**src/rtl/hpd_filt_pkg.sv**
```systemverilog
package hpd_filt_pkg;
    localparam int GLITCH_W = 4;
    localparam int VALID_W  = 12;
    localparam int SCALE_SH = 10;
    localparam int STAB_W   = VALID_W + SCALE_SH;
    localparam int NUM_CH   = 2;
    localparam int CH_HPD   = 0;
    localparam int CH_RXS   = 1;

    typedef struct packed {
        logic [GLITCH_W-1:0] glitch;
        logic [VALID_W-1:0]  valid;
    } chan_cfg_t;

    typedef struct packed {
        logic level;
        logic rise;
        logic fall;
    } chan_out_t;

    function automatic logic [STAB_W-1:0] stab_limit(input logic [VALID_W-1:0] m);
        return {m, {SCALE_SH{1'b0}}};
    endfunction
endpackage

```
**src/rtl/dgf_sync.sv**
```systemverilog
module dgf_sync (
    input  logic clk,
    input  logic rst,
    input  logic d,
    output logic q
);
    logic meta;

    always_ff @(posedge clk) begin
        if (rst) begin
            meta <= 1'b0;
            q    <= 1'b0;
        end else begin
            meta <= d;
            q    <= meta;
        end
    end
endmodule

```
**src/rtl/dgf_count_stage.sv**
```systemverilog
module dgf_count_stage #(
    parameter int CNT_W = 4
) (
    input  logic             clk,
    input  logic             rst,
    input  logic             din,
    input  logic [CNT_W-1:0] limit,
    output logic             dout
);
    logic [CNT_W-1:0] cnt;
    logic             mismatch;
    logic             reached;

    assign mismatch = (din != dout);
    assign reached  = (cnt >= limit);

    always_ff @(posedge clk) begin
        if (rst) begin
            cnt  <= '0;
            dout <= 1'b0;
        end else if (!mismatch) begin
            cnt <= '0;
        end else if (reached) begin
            cnt  <= '0;
            dout <= din;
        end else begin
            cnt <= cnt + 1'b1;
        end
    end

    AST_HOLD_ON_MATCH: assert property (@(posedge clk) disable iff (rst)
        (din == dout) |=> $stable(dout)) else $error("hold on match");
    AST_HOLD_BELOW_LIMIT: assert property (@(posedge clk) disable iff (rst)
        (din != dout && cnt < limit) |=> $stable(dout)) else $error("early flip");
    AST_CNT_RESTART: assert property (@(posedge clk) disable iff (rst)
        (din == dout) |=> (cnt == '0)) else $error("count not restarted");
endmodule

```
**src/rtl/dgf_channel.sv**
```systemverilog
module dgf_channel
    import hpd_filt_pkg::*;
(
    input  logic      clk,
    input  logic      rst,
    input  logic      raw,
    input  chan_cfg_t cfg,
    output chan_out_t out
);
    logic synced;
    logic deglitched;
    logic level;
    logic level_d;

    dgf_sync u_sync (
        .clk (clk),
        .rst (rst),
        .d   (raw),
        .q   (synced)
    );

    dgf_count_stage #(.CNT_W(GLITCH_W)) u_glitch (
        .clk   (clk),
        .rst   (rst),
        .din   (synced),
        .limit (cfg.glitch),
        .dout  (deglitched)
    );

    dgf_count_stage #(.CNT_W(STAB_W)) u_stable (
        .clk   (clk),
        .rst   (rst),
        .din   (deglitched),
        .limit (stab_limit(cfg.valid)),
        .dout  (level)
    );

    always_ff @(posedge clk) begin
        if (rst) level_d <= 1'b0;
        else     level_d <= level;
    end

    assign out.level = level;
    assign out.rise  = level & ~level_d;
    assign out.fall  = ~level & level_d;

    AST_EDGE_EXCL: assert property (@(posedge clk) disable iff (rst)
        !(out.rise && out.fall)) else $error("rise and fall together");
    AST_RISE_ONESHOT: assert property (@(posedge clk) disable iff (rst)
        out.rise |=> !out.rise) else $error("rise longer than one cycle");
    AST_RISE_ON_CHANGE: assert property (@(posedge clk) disable iff (rst)
        $rose(level) |-> out.rise) else $error("missed rise");
    AST_FALL_ON_CHANGE: assert property (@(posedge clk) disable iff (rst)
        $fell(level) |-> out.fall) else $error("missed fall");
    AST_FALL_ONESHOT: assert property (@(posedge clk) disable iff (rst)
        out.fall |=> !out.fall) else $error("fall longer than one cycle");
endmodule

```
**src/rtl/presence_deglitch.sv**
```systemverilog
module presence_deglitch
    import hpd_filt_pkg::*;
(
    input  logic                clk,
    input  logic                rst,
    input  logic                hpd_raw,
    input  logic                rxs_raw,
    input  logic [GLITCH_W-1:0] hpd_glitch_w,
    input  logic [VALID_W-1:0]  hpd_valid_w,
    input  logic [GLITCH_W-1:0] rxs_glitch_w,
    input  logic [VALID_W-1:0]  rxs_valid_w,
    output logic [NUM_CH-1:0]   filt_status,
    output logic                hpd_rise,
    output logic                hpd_fall,
    output logic                rxs_rise,
    output logic                rxs_fall
);
    logic      [NUM_CH-1:0] raw_vec;
    chan_cfg_t              cfg_vec [NUM_CH];
    chan_out_t              out_vec [NUM_CH];

    assign raw_vec[CH_HPD]        = hpd_raw;
    assign raw_vec[CH_RXS]        = rxs_raw;
    assign cfg_vec[CH_HPD].glitch = hpd_glitch_w;
    assign cfg_vec[CH_HPD].valid  = hpd_valid_w;
    assign cfg_vec[CH_RXS].glitch = rxs_glitch_w;
    assign cfg_vec[CH_RXS].valid  = rxs_valid_w;

    for (genvar ch = 0; ch < NUM_CH; ch++) begin : g_ch
        dgf_channel u_chan (
            .clk (clk),
            .rst (rst),
            .raw (raw_vec[ch]),
            .cfg (cfg_vec[ch]),
            .out (out_vec[ch])
        );
        assign filt_status[ch] = out_vec[ch].level;
    end

    assign hpd_rise = out_vec[CH_HPD].rise;
    assign hpd_fall = out_vec[CH_HPD].fall;
    assign rxs_rise = out_vec[CH_RXS].rise;
    assign rxs_fall = out_vec[CH_RXS].fall;

    AST_RESET_QUIET: assert property (@(posedge clk)
        rst |=> (filt_status == '0 && !hpd_rise && !rxs_rise)) else $error("reset state");
    AST_STATUS_EVENTS: assert property (@(posedge clk) disable iff (rst)
        hpd_rise |-> filt_status[CH_HPD]) else $error("status bit 0 mismatch");
endmodule

```
**config.mk**
```make
export PLATFORM = sky130hd
export DESIGN_NAME = presence_deglitch
export DESIGN_NICKNAME = d
export VERILOG_FILES = /design/src/rtl/hpd_filt_pkg.sv /design/src/rtl/dgf_sync.sv /design/src/rtl/dgf_count_stage.sv /design/src/rtl/dgf_channel.sv /design/src/rtl/presence_deglitch.sv
export SDC_FILE = /design/constraint.sdc
export NUM_CORES = 1
export LEC_CHECK = 0
export BUFFER_PORTS_ARGS = -buffer_cell sky130_fd_sc_hd__buf_2
export CAP_MARGIN = 10
export CORE_UTILIZATION = 40
export CTS_BUF_LIST = sky130_fd_sc_hd__clkbuf_8
export CTS_CLUSTER_SIZE = 30
export DETAILED_ROUTE_END_ITERATION = 8
export SLEW_MARGIN = 20
export SYNTH_ARGS = -nofsm -noshare
export SYNTH_HDL_FRONTEND = slang
export SYNTH_SLANG_ARGS = --single-unit
```
**constraint.sdc**
```tcl
create_clock -name clk -period 4.48 [get_ports clk]
set_clock_uncertainty 0.15 [all_clocks]
set_input_delay 0.224 -clock clk [delete_from_list [all_inputs] [get_ports clk]]
set_output_delay 0.224 -clock clk [all_outputs]
set_load 0.02 [all_outputs]
```
==> metrics.md <==
| Metric | Value |
|---|---|
| Status | finished, final reports clean |
| Antenna violation net count after detailed routing | 0 |
| Die Wd | 94.5 um |
| Fin crit period | 2530 ps |
| Starting Density | 41.4% |
| Endpoint type of the worst setup path | flop |
| Gp weighted congestion | 0.793 |
| Post-synth top area cell | dfxtp_1 |
| Die H | 94.5 um |
| Setup Buffers After CTS | 0 |
| Met3 Usage GRT | 2.58% |
| Syn avg cell area | 8.66 um2 |
| Clk Latency, worst-skew pair | 330 ps |
| Final setup vio count | 0 |
| WS Path Type | reg -> reg |
| CP required | 4560 ps |
| Final Slew Violations | 0 |
| Max VDD drop | 0.000142 V |
| Reg2reg end | g_ch[1].u_chan.u_stable.cnt[0]$_SDFF_PP0_ |
| Gr ovfl total | 0 |
| Post-DP Area | 3700 um2 |
| Reg2Reg Depth | 6 |
| Clk sink count | 62 |
| Synth top area cells | dfxtp_1, ha_1, xnor2_1 |
| Final Util | 47.5% |
| Drt first-iter violations | 80 |
| Hpwl dp | 4570 um |
| Total Routing Usage GR | 15.0% |
| Largest net degree at the start of global routing | 23 |
| Initial antenna violation count | 0 |
| Layout fillers | 818 |
| Max Cap Viol | 0 |
| FMAX | 395 MHz |
| Core Region | 8260 um2 |
| Layout Nets | 514 |
| Busiest grt layer | met2 |
| Min Hold Slack | 88.3 ps |
| First-pass GRT wire length | 10,500 um |
| Synth Register Bits | 62 |
| Share of post-route cells with drive strength above 1 | 14.6% |
| Post-synth EDFFs | 0 |
| Inserted Clock Buffers | 9 |
| Sequential area share after synthesis | 36.3% |
| Cell area after synthesis | 3420 um2 |
| Vias post-DR | 2,670 |
| Worst Setup SP | g_ch[1].u_chan.u_stable.cnt[15]$_SDFF_PP0_ |
| RSZ-0062 raised after global routing | no |
| Total power | 1090 uW |
| Htree depth | 3 |
| Root Driver | clkbuf_8 |
| P_leak | 0.00171 uW |
| Die ar. | 8930 um2 |
| Avg WL per Cell | 11.0 um |
| Synth cell count leaders | dfxtp_1, nor2_1, inv_1, ha_1, xnor2_1 |
| Sum of negative setup slack | 0 ps |
| Port bufs | 41 |
| Vias in the first global route | 2,461 |
| Maximum net fanout on the critical path | 22 |
| Ys Warns | 0 |
| CP Launch Type | flop |
| Clock Path Buffers | 2 |
| PD cells | 278 nW/um2 |
| Final hold vios | 0 |
| Distinct cells, synth | 38 |
| DR pass1 iterations | 4 |
| Hold Crit Start | rst |
| Slew at the pin with the worst max-slew slack | 815 ps |
| Post-synth ARST share | 0% |
| Share of the synthesized area in the top cell type | 36.3% |
| Tcrit/Tclk final | 56.5% |
| R2R Setup Slk | 1950 ps |
| Routed vias/inst | 4.85 |
| Syn Inst Count | 395 |
| TritonCTS clock tree | built |
| DRC Markers | 0 |
| Hold Crit Class | in -> reg |
| # diodes | 0 |
| Met2 Resource Use GR | 24.8% |
| Post-route cell area | 3920 um2 |
| Final wirelength | 6060 um |
| Worst setup path end | g_ch[1].u_chan.u_stable.cnt[0]$_SDFF_PP0_ |
| IO Count | 42 |
| Data arrival, critical path | 2610 ps |
| Syn Nets | 469 |
| Area grow syn2layout | 14.6% |
| GRT met1 Usage | 18.5% |
| Rows | 33 |
| FF-to-FF Start | g_ch[1].u_chan.u_stable.cnt[15]$_SDFF_PP0_ |
| Prevailing post-synth register cell | dfxtp_1 |
| Clk slew on worst S/H paths | 60 ps |
| Relative slew slack | 45.5% |
-- placed cells by master (no fill, tap or decap), types with 2 or more instances in the layout --
cell	synthesis	layout
a2111o_1	2	2
a21o_1	4	4
a21oi_1	12	12
a221oi_1	2	2
a31o_2	2	2
and3_1	10	10
and4_1	5	5
buf_2	0	41
clkbuf_8	0	11
clkinv_2	0	3
dfxtp_1	62	62
dlygate4sd3_1	0	2
ha_1	38	38
inv_1	44	45
mux2i_1	2	2
nand2_1	15	15
nand2b_1	9	9
nand3_1	23	23
nand4_1	5	5
nor2_1	62	62
nor2_2	2	2
nor2b_1	10	10
nor3_1	9	9
nor4_1	3	3
nor4_4	2	2
o21ai_0	4	4
xnor2_1	30	30
xor2_1	18	18
-- worst min path at each step --
stage / endpoint / slack [ps] / depth (start not counted)
after floorplan: g_ch[0].u_chan.u_sync.meta$_SDFF_PP0_ / 200 / 1
after global placement: g_ch[1].u_chan.u_sync.q$_SDFF_PP0_ / 280 / 1
after detailed placement: g_ch[1].u_chan.u_sync.q$_SDFF_PP0_ / 280 / 1
after CTS: g_ch[1].u_chan.u_sync.q$_SDFF_PP0_ / 80 / 2
after global routing: g_ch[1].u_chan.u_sync.q$_SDFF_PP0_ / 100 / 2
final: g_ch[1].u_chan.u_sync.q$_SDFF_PP0_ / 90 / 2
-- stage by stage --
stage,std cells,setup WS [ps]
5_1_grt,550,1610
4_1_cts,550,1910
6_report,550,1950
2_1_floorplan,395,2510
3_3_place_gp,532,2020
3_5_place_dp,532,1930
-- area by class of cell --
| cell class | count | area (um2) | area share (%) |
|---|---|---|---|
| inverter | 44 | 165 | 4.21 |
| multi-input combinational | 280 | 1960 | 49.9 |
| clock inverter | 5 | 48.8 | 1.24 |
| timing repair buffer | 43 | 225 | 5.74 |
| clock buffer | 11 | 151 | 3.86 |
| tap | 105 | 131 | 3.35 |
| sequential | 62 | 1240 | 31.7 |
-- critical path, stage by stage, from the launching register on --
cell	delay, ps
dfxtp_1	400
ha_1	270
a21oi_1	130
o21ai_0	90
a221oi_1	440
nand3_1	670
nor2_1	280
-- registers in the layout (all words and copies together), names as in the netlist --
name,count
g_ch.u_chan.u_glitch.dout,2
g_ch.u_chan.u_sync.meta,2
g_ch.u_chan.level_d,2
g_ch.u_chan.u_sync.q,2
g_ch.u_chan.u_glitch.cnt,8
g_ch.u_chan.u_stable.dout,2
g_ch.u_chan.u_stable.cnt,44
-- logic make-up (layout without fill, tap and decap cells) --
family | Yosys count | count (layout) | synth area share [%]
DFF | 62 | 62 | 36.3
adders and majority gates | 38 | 38 | 13.9
muxes | 2 | 2 | 0.585
buffers and inverters | 53 | 103 | 6.47
AOI/OAI and AO/OA | 29 | 29 | 5.67
xor gates and xnor gates | 48 | 48 | 12.3
and+or+nand+nor | 163 | 163 | 24.8
-- per-layer routing --
layer  vias to the layer above  routed length [um]  share of wire (%)
met5                         -                   0                  0
met4                         0                 164                2.7
met3                        13                 168                2.8
met2                        33                2820                 46
met1                      1226                2910                 48
li1                       1398                   -                  -
-- power by group --
part           total [uW]  internal (uW)  switching (uW)
clock network         483            282             201
registers             555            554            1.63
logic                51.1           27.9            23.2
-- what timing repair did --
| item | 4_1_cts | 5_1_grt |
|---|---|---|
| hold buffers | 2 | 0 |
| endpoints found under the hold margin | 2 | 0 |
| gates resized for setup | 0 | 0 |
Note: power is estimated with default switching activity, not from simulation.
